<file path="src/rtl/hib_seq_pkg.sv">
package hib_seq_pkg;

  typedef enum logic [1:0] {
    ST_RUN  = 2'd0,
    ST_HIB  = 2'd1,
    ST_HOLD = 2'd2
  } seqState_e;

  typedef struct packed {
    logic filtInc;
    logic filtClr;
    logic holdInc;
    logic holdClr;
  } seqStrobe_t;

endpackage

</file>
<file path="src/rtl/hib_pin_sync.sv">
module hib_pin_sync #(
  parameter int   STAGES  = 2,
  parameter logic RST_VAL = 1'b1
) (
  input  logic clk,
  input  logic rstN,
  input  logic pinIn,
  output logic pinOut
);

  logic [STAGES-1:0] chain;

  always_ff @(posedge clk or negedge rstN) begin
    if (!rstN) chain[0] <= RST_VAL;
    else       chain[0] <= pinIn;
  end

  for (genvar s = 1; s < STAGES; s++) begin : gStage
    always_ff @(posedge clk or negedge rstN) begin
      if (!rstN) chain[s] <= RST_VAL;
      else       chain[s] <= chain[s-1];
    end
  end

  assign pinOut = chain[STAGES-1];

endmodule

</file>
<file path="src/rtl/hib_seq_datapath.sv">
module hib_seq_datapath
  import hib_seq_pkg::*;
#(
  parameter int                DATA_W       = 32,
  parameter int                ADDR_W       = 8,
  parameter logic [ADDR_W-1:0] OFS_HIB      = 'h20,
  parameter logic [ADDR_W-1:0] OFS_FILT     = 'h24,
  parameter logic [ADDR_W-1:0] OFS_HOLD     = 'h28,
  parameter int                FILT_MSB     = 15,
  parameter int                HOLD_MSB     = 11,
  parameter int                GRAIN_LSB    = 5,
  parameter int                SYNC_STAGES  = 2,
  parameter logic [DATA_W-1:0] FILT_RST_VAL = 'h07A0,
  parameter logic [DATA_W-1:0] HOLD_RST_VAL = 'h0CC0
) (
  input  logic              clk,
  input  logic              rstN,
  input  logic              wrEn,
  input  logic [ADDR_W-1:0] wrAddr,
  input  logic [DATA_W-1:0] wrData,
  input  logic [ADDR_W-1:0] rdAddr,
  output logic [DATA_W-1:0] rdData,
  input  logic              wakeN,
  input  seqStrobe_t        strobe,
  output logic              wakeAsserted,
  output logic              filtDone,
  output logic              holdDone,
  output logic              hibReq
);

  localparam int FILT_W = FILT_MSB + 1;
  localparam int HOLD_W = HOLD_MSB + 1;

  logic [FILT_MSB:GRAIN_LSB] filtField;
  logic [HOLD_MSB:GRAIN_LSB] holdField;
  logic [FILT_W-1:0]         filtLimit;
  logic [HOLD_W-1:0]         holdLimit;
  logic [FILT_W-1:0]         filtCnt;
  logic [HOLD_W-1:0]         holdCnt;
  logic                      wakeSync;
  logic                      unusedWrBits;

  assign unusedWrBits = ^wrData;

  hib_pin_sync #(
    .STAGES (SYNC_STAGES),
    .RST_VAL(1'b1)
  ) uSync (
    .clk   (clk),
    .rstN  (rstN),
    .pinIn (wakeN),
    .pinOut(wakeSync)
  );

  assign wakeAsserted = !wakeSync;

  // Register file: coarse count fields
  always_ff @(posedge clk or negedge rstN) begin
    if (!rstN) begin
      filtField <= FILT_RST_VAL[FILT_MSB:GRAIN_LSB];
      holdField <= HOLD_RST_VAL[HOLD_MSB:GRAIN_LSB];
    end else if (wrEn) begin
      if (wrAddr == OFS_FILT) filtField <= wrData[FILT_MSB:GRAIN_LSB];
      if (wrAddr == OFS_HOLD) holdField <= wrData[HOLD_MSB:GRAIN_LSB];
    end
  end

  assign hibReq = wrEn && (wrAddr == OFS_HIB) && wrData[0];

  always_comb begin
    rdData = '0;
    if (rdAddr == OFS_FILT) rdData[FILT_MSB:GRAIN_LSB] = filtField;
    else if (rdAddr == OFS_HOLD) rdData[HOLD_MSB:GRAIN_LSB] = holdField;
  end

  assign filtLimit = {filtField, {GRAIN_LSB{1'b0}}};
  assign holdLimit = {holdField, {GRAIN_LSB{1'b0}}};

  // Qualification and hold counters
  always_ff @(posedge clk or negedge rstN) begin
    if (!rstN)                filtCnt <= '0;
    else if (strobe.filtClr)  filtCnt <= '0;
    else if (strobe.filtInc)  filtCnt <= filtCnt + 1'b1;
  end

  always_ff @(posedge clk or negedge rstN) begin
    if (!rstN)                holdCnt <= '0;
    else if (strobe.holdClr)  holdCnt <= '0;
    else if (strobe.holdInc)  holdCnt <= holdCnt + 1'b1;
  end

  assign filtDone = (filtCnt >= filtLimit);
  assign holdDone = (holdCnt >= holdLimit);

  AST_FILT_RESTART: assert property (@(posedge clk) disable iff (!rstN)
    !wakeAsserted |=> (filtCnt == '0));

  AST_FILT_RD_MASK: assert property (@(posedge clk) disable iff (!rstN)
    (rdAddr == OFS_FILT) |-> (rdData[GRAIN_LSB-1:0] == '0 && rdData[DATA_W-1:FILT_W] == '0));

endmodule

</file>
<file path="src/rtl/hib_seq_ctrl.sv">
module hib_seq_ctrl
  import hib_seq_pkg::*;
(
  input  logic       clk,
  input  logic       rstN,
  input  logic       hibReq,
  input  logic       wakeAsserted,
  input  logic       filtDone,
  input  logic       holdDone,
  output seqStrobe_t strobe,
  output logic       pwrEn,
  output logic       sysRstN
);

  seqState_e state, nextState;

  always_ff @(posedge clk or negedge rstN) begin
    if (!rstN) state <= ST_RUN;
    else       state <= nextState;
  end

  always_comb begin
    nextState = state;
    unique case (state)
      ST_RUN:  if (hibReq) nextState = ST_HIB;
      ST_HIB:  if (wakeAsserted && filtDone) nextState = ST_HOLD;
      ST_HOLD: if (holdDone) nextState = ST_RUN;
      default: nextState = ST_RUN;
    endcase
  end

  always_comb begin
    strobe.filtInc = (state == ST_HIB) && wakeAsserted && !filtDone;
    strobe.filtClr = !((state == ST_HIB) && wakeAsserted);
    strobe.holdInc = (state == ST_HOLD) && !holdDone;
    strobe.holdClr = (state != ST_HOLD);
  end

  assign pwrEn   = (state != ST_HIB);
  assign sysRstN = (state == ST_RUN);

  AST_HIB_FROM_RUN: assert property (@(posedge clk) disable iff (!rstN)
    $fell(pwrEn) |-> ($past(state) == ST_RUN && $past(hibReq)));

  AST_HOLD_IGNORES_HIB: assert property (@(posedge clk) disable iff (!rstN)
    (state == ST_HOLD && hibReq) |=> pwrEn);

  AST_WAKE_NEEDS_PIN: assert property (@(posedge clk) disable iff (!rstN)
    (state == ST_HOLD && $past(state) == ST_HIB) |-> $past(wakeAsserted));

  AST_RST_AFTER_PWR: assert property (@(posedge clk) disable iff (!rstN)
    $rose(sysRstN) |-> $past(pwrEn));

endmodule

</file>
<file path="src/rtl/hib_wake_seq.sv">
module hib_wake_seq
  import hib_seq_pkg::*;
#(
  parameter int DATA_W = 32,
  parameter int ADDR_W = 8
) (
  input  logic              clk,
  input  logic              rstN,
  input  logic              wrEn,
  input  logic [ADDR_W-1:0] wrAddr,
  input  logic [DATA_W-1:0] wrData,
  input  logic [ADDR_W-1:0] rdAddr,
  output logic [DATA_W-1:0] rdData,
  input  logic              wakeN,
  output logic              pwrEn,
  output logic              sysRstN
);

  seqStrobe_t strobe;
  logic       wakeAsserted;
  logic       filtDone;
  logic       holdDone;
  logic       hibReq;

  hib_seq_datapath #(
    .DATA_W(DATA_W),
    .ADDR_W(ADDR_W)
  ) uDp (
    .clk         (clk),
    .rstN        (rstN),
    .wrEn        (wrEn),
    .wrAddr      (wrAddr),
    .wrData      (wrData),
    .rdAddr      (rdAddr),
    .rdData      (rdData),
    .wakeN       (wakeN),
    .strobe      (strobe),
    .wakeAsserted(wakeAsserted),
    .filtDone    (filtDone),
    .holdDone    (holdDone),
    .hibReq      (hibReq)
  );

  hib_seq_ctrl uCtrl (
    .clk         (clk),
    .rstN        (rstN),
    .hibReq      (hibReq),
    .wakeAsserted(wakeAsserted),
    .filtDone    (filtDone),
    .holdDone    (holdDone),
    .strobe      (strobe),
    .pwrEn       (pwrEn),
    .sysRstN     (sysRstN)
  );

endmodule

</file>
<file path="config.mk">
export PLATFORM = sky130hd
export DESIGN_NAME = hib_wake_seq
export DESIGN_NICKNAME = d
export VERILOG_FILES = /design/src/rtl/hib_seq_pkg.sv /design/src/rtl/hib_pin_sync.sv /design/src/rtl/hib_seq_datapath.sv /design/src/rtl/hib_seq_ctrl.sv /design/src/rtl/hib_wake_seq.sv
export SDC_FILE = /design/constraint.sdc
export NUM_CORES = 1
export LEC_CHECK = 0
export BUFFER_PORTS_ARGS = -buffer_cell sky130_fd_sc_hd__buf_2
export CORE_MARGIN = 2
export CORE_UTILIZATION = 47
export CTS_CLUSTER_SIZE = 20
export DETAILED_ROUTE_END_ITERATION = 6
export MAX_ROUTING_LAYER = met4
export PLACE_DENSITY = 0.84
export RECOVER_POWER = 100
export SLEW_MARGIN = 20
export SYNTH_ARGS = -nofsm -noshare
export SYNTH_HDL_FRONTEND = slang
export SYNTH_HIERARCHICAL = 1
export SYNTH_SLANG_ARGS = --single-unit
</file>
<file path="constraint.sdc">
create_clock -name clk -period 2.8 [get_ports clk]
set_input_delay 0.14 -clock clk [delete_from_list [all_inputs] [get_ports clk]]
set_output_delay 0.14 -clock clk [all_outputs]
set_load 0.05 [all_outputs]
</file>
==> metrics.cfg, run 1 <==
[floorplan]
die-area_um2 = 7160
die_h_um = 84.6
floorplan.initialDensity_pct = 48.4
num_io_pins = 86
coreArea_um2 = 6310
fp-row-count = 29
die_w_um = 84.6

[sta]
rsz0062_at_grt = true
setup_viol = 0
hold_viol = 0
worst_slew_pin_slew_ns = 1.16
report.final.slew_viol_count = 0
period_needed_ns = 2.71
fin_skew_ns = 0.0147
fin_hold_ws_ns = 0.0389
finalCritPeriodShare_pct = 96.9
max_slew_margin_pct = 22.9
timing.fmax_ghz = 0.369

[synthesis]
synth.ff_latch_count = 50
synth_enable_flop_cells = 0
syn_area_um2 = 3060
synth_top_flop_cell = dfrtp_1
synth_area_per_cell_um2 = 9.95
ys_seq_area_share_pct = 41.4
async_reset_ff_share_pct = 100
synth_top_area_share_pct = 31.9
synthesis.instances = 307
ys_types = 45
yosysWarningCount = 6
yosys.area.top_type = dfrtp_1
synthTopCellsByArea = dfrtp_1 (32%), dfstp_2 (9.5%), ha_1 (9.0%), mux2_1 (6.6%), buf_4 (5.4%)

[min_path]
hp-class = in -> reg

[detailed_routing]
vias = 2372
drt-pass1-iter-count = 4
drt_iter0_drc = 99
via_per_inst = 5.39
wl_per_cell_um = 14.6
drt-total-wl_um = 6430
ant_nets = 0
route.detailed.drc = 0

[global_route]
grt_start_max_net_pins = 48
grt-ovfl-total = 0
grt_pass1_wl_um = 10900
antenna_found_initial = 0
grtUsageTotal_pct = 19.1
grt_pass1_vias = 2361

[cells_and_area]
fill_cells = 552
antenna_cells = 0
drive_gt1_share_pct = 18.7
area_delta_synth_final_pct = 14.2
multi_input_area_um2 = 1590
final_cell_mix = dfrtp_1 (39), buf_2 (31), nor2_1 (30), inv_1 (25)
fin_nets = 436
seqCellArea_um2 = 1260
final_common_cell = dfrtp_1

[clocking]
numCtsBuffers = 5
clk_latency_ns = 0.30
tritoncts = done
clk_pin_slew_worst_paths_ns = 0.10
cts_root_buf = clkbuf_8
clock_sinks = 50
h-tree-depth = 2
cts_buffer_depth = 2

[flow_run]
cap_violations = 0

[power_and_ir_drop]
irDropWorstVdd_mv = 0.307
power.leakage_nw = 1.51
finalPower_mw = 1.56
cellPowerDensity_nw_per_um2 = 446

[placed_design]
dp_hpwl_um = 4770
globalplace.congestion = 0.837
io_buffers = 44

[run_status]
status = complete, no violations

[critical_path]
cp-start-kind = flop
critical_path_class = reg -> reg
cp_data_required_time_ns = 3.04
crit_path_end_kind = flop
critPathArrivalTime_ns = 2.95
path_max_fanout = 3

[metrics by stage]
step | setup slack (ns) | cell area, um2 | util, % | instances | setup TNS, ns
after floorplan | 0.124 | 3130 | - | 327 | 0
after global placement | 0.0759 | 3320 | 52.6 | 428 | 0
after detailed placement | 0.00139 | 3320 | 52.6 | 428 | 0
after CTS | 0.0375 | 3470 | 55.0 | 437 | 0
after global routing | -0.0651 | 3490 | 55.3 | 440 | -0.0875
final | 0.0877 | 3490 | 55.3 | 440 | 0
[worst max-delay path, stage by stage (launching register included)]
cell	delay [ns]
dfstp_2	0.56
inv_1	0.05
ha_1	0.30
a21oi_1	0.15
nor2_1	0.06
a211oi_1	0.22
o211ai_1	0.16
nor2_2	0.18
o211ai_2	0.12
or3_1	0.40
or3_1	0.31
a21oi_1	0.14
[cell usage after synthesis, types with 3 or more instances]
cell,number
nand3b_1,5
or3_1,6
clkbuf_1,4
xnor2_1,14
nand3_1,7
nor4_1,4
o211ai_1,5
nand2_1,11
a22o_1,7
mux2_1,18
dfstp_2,11
buf_2,3
a21oi_1,9
o21ai_0,5
and2_1,4
dfrtp_1,39
nor2_1,31
ha_1,22
nor3_1,9
buf_4,22
inv_1,25
nand4_1,13
xor2_1,6
a21o_1,3
[sequential cells by signal (all words and copies together), names as in the netlist]
signal / cells
uDp/uSync/pinOut: 1
uDp/holdField: 7
uDp/filtField: 11
uDp/holdCnt: 12
uDp/filtCnt: 16
uDp/uSync/chain: 1
uCtrl/state: 2
[where the power goes]
part | internal [mW] | leakage (nW) | total [mW] | switching (mW)
Clock | 0.358 | 0.0683 | 0.606 | 0.248
Combinational | 0.0612 | 0.787 | 0.196 | 0.134
Sequential | 0.743 | 0.657 | 0.755 | 0.0124
[cell type report]
type | count | area share, %
Inverter | 25 | 2.69
Multi-Input combinational cell | 223 | 45.6
Tap cell | 77 | 2.76
Clock inverter | 3 | 1.97
Sequential cell | 50 | 36.3
Clock buffer | 5 | 1.97
Timing Repair Buffer | 57 | 8.72
[path summary, 6_finish.rpt]
check                                              from  slack [ns]                             to  cells past startpoint
setup / recovery           uDp/filtField[9]$_DFFE_PN1P_        0.09    uDp/filtCnt[15]$_DFFE_PN0P_                     11
hold / removal                               wrData[12]        0.04  uDp/filtField[12]$_DFFE_PN0P_                      2
setup reg to reg           uDp/filtField[9]$_DFFE_PN1P_        0.09    uDp/filtCnt[15]$_DFFE_PN0P_                     11
hold reg to reg            uDp/uSync/chain[0]$_DFF_PN1_        0.36     uDp/uSync/pinOut$_DFF_PN1_                      0
max in group asynchronous                          rstN        1.42   uDp/filtField[5]$_DFFE_PN1P_                      3
min in group asynchronous                          rstN        0.61     uDp/holdCnt[0]$_DFFE_PN0P_                      2
[metal layers]
layer	share of wire, %	wire length (um)	up-vias	GRT usage (%)
met5	0	0	-	-
met4	1.6	102	0	5.48
met3	3.1	197	13	3.05
met2	52	3370	56	32.9
met1	43	2760	1163	23.1
li1	-	-	1140	-
[kinds of logic after synthesis]
| logic type | count (synthesis) | share of synthesized area [%] |
|---|---|---|
| compound gates | 35 | 7.99 |
| simple gates | 104 | 18.6 |
| buf+inv | 54 | 9.46 |
| fa+ha+maj | 22 | 9.01 |
| flops | 50 | 41.4 |
| mux | 21 | 7.66 |
| xor+xnor | 20 | 5.73 |
| other cells | 1 | 0.123 |
[timing repair]
item,in CTS,in global routing
hold buffers,1,1
endpoints found under the setup margin,1,7
hold endpoints to repair,1,39
resized for setup,1,3
buffers inserted,0,2
pin swaps,0,3
(Power assumes the default switching activity.)
==> run 2: changes to the inputs <==
--- a/config.mk
+++ b/config.mk
@@ -11,7 +11,7 @@
 export CTS_CLUSTER_SIZE = 20
 export DETAILED_ROUTE_END_ITERATION = 6
 export MAX_ROUTING_LAYER = met4
-export PLACE_DENSITY = 0.84
+export PLACE_DENSITY_LB_ADDON = 0.12
 export RECOVER_POWER = 100
 export SLEW_MARGIN = 20
 export SYNTH_ARGS = -nofsm -noshare
==> metrics.cfg, run 2 (synthesis gave the netlist of run 1 again) <==
[run_status]
status = complete, no violations

[critical_path]
critPathArrivalTime_ns = 2.85  ; -0.10 ns
path_max_fanout = 3  ; unchanged
critical_path_class = reg -> reg
cp_slowest_cell = dfstp_2
cp_cell_sequence = inv_1 > ha_4 > and4b_1 > nand3_1 > a311o_1 > o211ai_1 > nor2_2 > o211ai_1 > nor2_1 > nand4_1 > mux2_1
crit_path_end_kind = flop
reg2reg_slack_ns = 0.15  ; +0.06 ns
critPathMaxStageDelay_ns = 0.55  ; about the same
cp-start-kind = flop
r2r-end = uDp/filtCnt[12]$_DFFE_PN0P_
cp_data_required_time_ns = 3.00  ; -0.04 ns
rr_worst_depth = 11  ; unchanged
cpMostUsedCell = o211ai_1
rr_startpoint = uDp/filtField[7]$_DFFE_PN1P_

[min_path]
worstHoldEndpoint = uDp/filtField[13]$_DFFE_PN0P_
worstHoldStart = wrData[13]
hp-class = in -> reg
min_path_cells = 2  ; unchanged

[clocking]
clk_latency_ns = 0.31  ; about the same
tritoncts = done
h-tree-depth = 2  ; unchanged
clock_sinks = 50  ; unchanged
cts_root_buf = clkbuf_8
clk_pin_slew_worst_paths_ns = 0.10  ; about the same
cts_buffer_depth = 2  ; unchanged
numCtsBuffers = 5  ; unchanged

[global_route]
antenna_found_initial = 0  ; unchanged
grt_start_max_net_pins = 50  ; +4.2%
grt_pass1_wl_um = 10100  ; -6.8%
grtUsageTotal_pct = 18.2  ; -0.87 points
grt_pass1_vias = 2146  ; -9.1%
grt-ovfl-total = 0  ; unchanged

[detailed_routing]
ant_nets = 0  ; unchanged
vias = 2274  ; -4.1%
route.detailed.drc = 0  ; unchanged
drt-pass1-iter-count = 4  ; unchanged
drt_iter0_drc = 129  ; +30%
via_per_inst = 5.13  ; -4.8%
drt-total-wl_um = 6150  ; -4.5%
wl_per_cell_um = 13.9  ; -5.1%

[placed_design]
dpl_cell_area_um2 = 3330  ; +0.45%
dp_hpwl_um = 4510  ; -5.3%
globalplace.congestion = 0.820  ; -2.0%
dp_slack_ns = 0.0352  ; +0.0338 ns
io_buffers = 44  ; unchanged

[sta]
setup_viol = 0  ; unchanged
final.setup.worst_slack_ns = 0.151  ; +0.0630 ns
worst_slew_pin_slew_ns = 1.21  ; +0.0561 ns
timing.fmax_ghz = 0.377  ; +2.4%
hold_viol = 0  ; unchanged
period_needed_ns = 2.65  ; -0.0630 ns
report.final.slew_viol_count = 0  ; unchanged
fin_skew_ns = 0.0138  ; -0.000896 ns
fin_hold_ws_ns = 0.0424  ; +0.00346 ns
max_slew_margin_pct = 19.2  ; -3.7 points
finalCritPeriodShare_pct = 94.6  ; -2.3 points

[power_and_ir_drop]
cellPowerDensity_nw_per_um2 = 429  ; -4.0%
finalPower_mw = 1.49  ; -4.0%
power.leakage_nw = 1.51  ; -0.11%
irDropWorstVdd_mv = 0.245  ; -20%

[cells_and_area]
multi_input_area_um2 = 1600  ; +0.47%
area_delta_synth_final_pct = 14.1  ; about the same
fin_util_pct = 55.2  ; about the same
largest_registers = uDp/filtCnt (16), uDp/holdCnt (12), uDp/filtField (11)
fin_nets = 439  ; +0.69%
largest_reg_flops = 16  ; unchanged
final_cell_mix = dfrtp_1 (39), buf_2 (31), nor2_1 (30), inv_1 (25)
final_common_cell = dfrtp_1
antenna_cells = 0  ; unchanged
top_register = uDp/filtCnt
final_area_um2 = 3490  ; about the same
fill_cells = 611  ; +11%
seqCellArea_um2 = 1260  ; unchanged
drive_gt1_share_pct = 18.6  ; -0.15 points

[floorplan]
num_io_pins = 86  ; unchanged
floorplan.initialDensity_pct = 48.4  ; unchanged
die_w_um = 84.6  ; unchanged
fp-row-count = 29  ; unchanged
die_h_um = 84.6  ; unchanged
coreArea_um2 = 6310  ; unchanged
die-area_um2 = 7160  ; unchanged

[flow_run]
cap_violations = 0  ; unchanged

[run 2: timing repair]
action / in CTS / in global routing
buffers inserted: 0 / 3
gates resized for setup: 0 / 5
hold buffers: 1 / 1
endpoints found under the hold margin: 1 / 39
setup endpoints to repair: 0 / 10
[run 2: how the worst max path moves through the flow]
| stage | startpoint | end | slack, ns | depth (start not counted) |
|---|---|---|---|---|
| CTS | uDp/filtField[7]$_DFFE_PN1P_ | uDp/filtCnt[15]$_DFFE_PN0P_ | 0.007 | 11 |
| global placement | uDp/filtField[7]$_DFFE_PN1P_ | uDp/filtCnt[15]$_DFFE_PN0P_ | 0.06 | 11 |
| floorplan | uDp/filtField[7]$_DFFE_PN1P_ | uDp/filtCnt[12]$_DFFE_PN0P_ | 0.12 | 12 |
| finish | uDp/filtField[7]$_DFFE_PN1P_ | uDp/filtCnt[12]$_DFFE_PN0P_ | 0.15 | 11 |
| detailed placement | uDp/filtField[7]$_DFFE_PN1P_ | uDp/filtCnt[15]$_DFFE_PN0P_ | 0.04 | 11 |
| global route | uDp/filtField[7]$_DFFE_PN1P_ | uDp/filtCnt[12]$_DFFE_PN0P_ | -0.002 | 11 |
[run 2: cell type report]
type,instances,area share (%)
Clock buffer,7,2.48
Clock inverter,1,0.861
Inverter,25,2.69
Multi-Input combinational cell,223,45.9
Sequential cell,50,36.3
Tap cell,77,2.76
Timing Repair Buffer,60,9.05
[run 2: power by group]
group / switching [mW] / internal, mW / leakage, nW
Clock: 0.244 / 0.292 / 0.0585
Combinational: 0.137 / 0.0668 / 0.795
Sequential: 0.0114 / 0.743 / 0.658
[run 2: through the flow]
stage / setup TNS [ns] / cells
finish: 0 / 443
global route: -0.00241 / 443
CTS: 0 / 439
detailed placement: 0 / 430
global placement: 0 / 430
floorplan: 0 / 327
[run 2: critical path, delay by kind of cell (launching register included)]
family          cells  cell delay [ns]
simple gates        5             0.59
flops               1             0.55
mux                 1             0.32
fa+ha+maj           1             0.27
buf+inv             1             0.07
compound gates      3             0.74
[run 2: layer usage]
layer | global-route usage, % | vias up | wire length [um]
li1 | - | 1146 | -
met1 | 24.9 | 1072 | 3120
met2 | 27.6 | 51 | 2700
met3 | 3.54 | 5 | 256
met4 | 5.63 | 0 | 72
met5 | - | - | 0
==> run 3: changes to the inputs <==
--- a/config.mk
+++ b/config.mk
@@ -6,6 +6,7 @@
 export NUM_CORES = 1
 export LEC_CHECK = 0
 export BUFFER_PORTS_ARGS = -buffer_cell sky130_fd_sc_hd__buf_2
+export CORE_ASPECT_RATIO = 0.9
 export CORE_MARGIN = 2
 export CORE_UTILIZATION = 47
 export CTS_CLUSTER_SIZE = 20
==> metrics.cfg, run 3 (synthesis gave the netlist of run 1 again) <==
[critical_path]
reg2reg_slack_ns = 0.17  ; +0.02 ns
crit_path_end_kind = flop
critical_path_class = reg -> reg
cp-start-kind = flop
rr_startpoint = uDp/filtCnt[13]$_DFFE_PN0P_
cp_data_required_time_ns = 3.02  ; +0.02 ns
r2r-end = uDp/filtCnt[15]$_DFFE_PN0P_
cp_cell_sequence = ha_1 > a21o_1 > a21o_1 > a21oi_1 > o211ai_1 > nor2_2 > o211ai_2 > or3_1 > or3_1 > a21oi_1
cp_num_buf_inv = 0  ; -1
path_delay_family = compound AO/OA/AOI/OAI gates
critPathArrivalTime_ns = 2.85  ; about the same
path_max_fanout = 5  ; +2
critPathMaxStageDelay_ns = 0.43  ; -0.12 ns
cp_slowest_cell = dfrtp_1
rr_worst_depth = 10  ; -1

[sta]
fin_tns_setup_ns = 0  ; unchanged
setup_viol = 0  ; unchanged
worst_slew_pin_slew_ns = 0.934  ; -0.278 ns
report.final.slew_viol_count = 0  ; unchanged
fin_hold_ws_ns = 0.0592  ; +0.0168 ns
hold_viol = 0  ; unchanged
rsz0062_at_grt = false
timing.fmax_ghz = 0.381  ; +0.82%
fin_skew_ns = 0.00408  ; -0.00970 ns
finalCritPeriodShare_pct = 93.8  ; -0.77 points
period_needed_ns = 2.63  ; -0.0217 ns
max_slew_margin_pct = 37.6  ; +18 points

[global_route]
grt_pass1_vias = 2121  ; -1.2%
grtUsageTotal_pct = 18.4  ; +0.14 points
grt_pass1_wl_um = 9880  ; -2.3%
grt_start_max_net_pins = 36  ; -28%
antenna_found_initial = 0  ; unchanged
grt-ovfl-total = 0  ; unchanged

[power_and_ir_drop]
irDropWorstVdd_mv = 0.251  ; +2.4%
cellPowerDensity_nw_per_um2 = 392  ; -8.6%
seq_power_share_pct = 55.5  ; +5.0 points
p_switching_uw = 371  ; -5.5%
power_frac_comb_pct = 14.8  ; +1.2 points
switching_share_pct = 27.3  ; +1.1 points
power.leakage_nw = 1.50  ; -0.96%
p_clk_share_pct = 29.7  ; -6.2 points
power.internal_uw = 987  ; -10%
finalPower_mw = 1.36  ; -9.1%

[cells_and_area]
top_register = uDp/filtCnt
drive_gt1_share_pct = 18.3  ; -0.27 points
antenna_cells = 0  ; unchanged
multi_input_area_um2 = 1600  ; about the same
final_area_um2 = 3470  ; -0.54%
largest_reg_flops = 16  ; unchanged
largest_registers = uDp/filtCnt (16), uDp/holdCnt (12), uDp/filtField (11)
fill_cells = 596  ; -2.5%
seqCellArea_um2 = 1260  ; unchanged
area_delta_synth_final_pct = 13.5
fin_nets = 439  ; unchanged
final_cell_mix = dfrtp_1 (39), buf_2 (31), nor2_1 (30), inv_1 (25)
final_common_cell = dfrtp_1

[floorplan]
num_io_pins = 86  ; unchanged
floorplan.initialDensity_pct = 49.2  ; +0.76 points
coreArea_um2 = 6220  ; -1.5%
die_h_um = 80.5  ; -4.9%
die_w_um = 89.0  ; +5.2%
die-area_um2 = 7160  ; about the same
fp-row-count = 27  ; -6.9%

[detailed_routing]
drt_iter0_drc = 75  ; -42%
via_per_inst = 5.06  ; -1.5%
ant_nets = 0  ; unchanged
drt-pass1-iter-count = 4  ; unchanged
vias = 2290  ; +0.70%
wl_per_cell_um = 13.3  ; -3.9%
drt-total-wl_um = 6040  ; -1.7%
route.detailed.drc = 0  ; unchanged

[placed_design]
dp_hpwl_um = 4610  ; +2.0%
globalplace.congestion = 0.760  ; -7.3%
io_buffers = 44  ; unchanged
dpl_cell_area_um2 = 3340  ; +0.15%

[run_status]
status = complete, no violations

[min_path]
worstHoldStart = wrData[13]
hp-class = in -> reg
min_path_cells = 2  ; unchanged
worstHoldEndpoint = uDp/filtField[13]$_DFFE_PN0P_

[clocking]
h-tree-depth = 2  ; unchanged
clk_latency_ns = 0.29  ; -0.02 ns
numCtsBuffers = 5  ; unchanged
cts_root_buf = clkbuf_8
tritoncts = done
clock_sinks = 50  ; unchanged
cts_buffer_depth = 2  ; unchanged
clk_pin_slew_worst_paths_ns = 0.08  ; -0.02 ns

[flow_run]
cap_violations = 0  ; unchanged

## run 3: cell types whose count changed in the layout (fill, tap and decap cells not counted), sizes merged
cell and change:
bufinv -1, clkbuf +1
## run 3: final cells by class
class                   instances  area share (%)
multi-input cells             223            46.2
flip-flops and latches         50            36.5
repair buffers                 60            9.20
well taps                      87            3.14
inverters                      25            2.71
clock buffers                   8            2.31
## run 3: worst max path at each step
stage,endpoint,slack (ns),start,depth (start not counted)
detailed placement,uDp/filtCnt[12]$_DFFE_PN0P_,-0.004,uDp/filtField[7]$_DFFE_PN1P_,11
global placement,uDp/filtCnt[12]$_DFFE_PN0P_,0.03,uDp/filtField[7]$_DFFE_PN1P_,11
global route,uDp/filtCnt[15]$_DFFE_PN0P_,0.01,uDp/filtField[9]$_DFFE_PN1P_,11
finish,uDp/filtCnt[15]$_DFFE_PN0P_,0.17,uDp/filtCnt[13]$_DFFE_PN0P_,10
floorplan,uDp/filtCnt[12]$_DFFE_PN0P_,0.12,uDp/filtField[7]$_DFFE_PN1P_,12
CTS,uDp/filtCnt[15]$_DFFE_PN0P_,0.006,uDp/filtField[7]$_DFFE_PN1P_,11
## run 3: stage by stage
stage / setup slack (ns) / std cells / util (%)
floorplan: 0.124 / 327 / -
global route: 0.0127 / 453 / 55.8
CTS: 0.00552 / 450 / 55.6
global placement: 0.0344 / 439 / 53.7
finish: 0.172 / 453 / 55.8
detailed placement: -0.00385 / 439 / 53.7
## run 3: routing by layer
layer / up-vias / GRT usage [%] / wire (um)
met5: - / - / 0
met2: 69 / 27.4 / 2570
met1: 1067 / 26.2 / 3120
li1: 1149 / - / -
met3: 5 / 3.08 / 301
met4: 0 / 4.48 / 49
## run 3: power by group through the flow
stage                     Sequential, mW  Combinational [mW]  Clock [mW]
final                              0.754               0.201       0.403
after global routing               0.757               0.222       0.454
after CTS                          0.754               0.192       0.423
after detailed placement           0.768               0.190           0
after global placement             0.767               0.188           0
after floorplan                    0.765               0.150           0
## run 3: repair_timing
item                                    in CTS  in global routing
buffers inserted                             1                  3
hold buffers                                 2                  0
endpoints found under the setup margin       1                 12
endpoints found under the hold margin       15                  0
pin swaps                                    1                  6
gates resized for setup                      1                  6
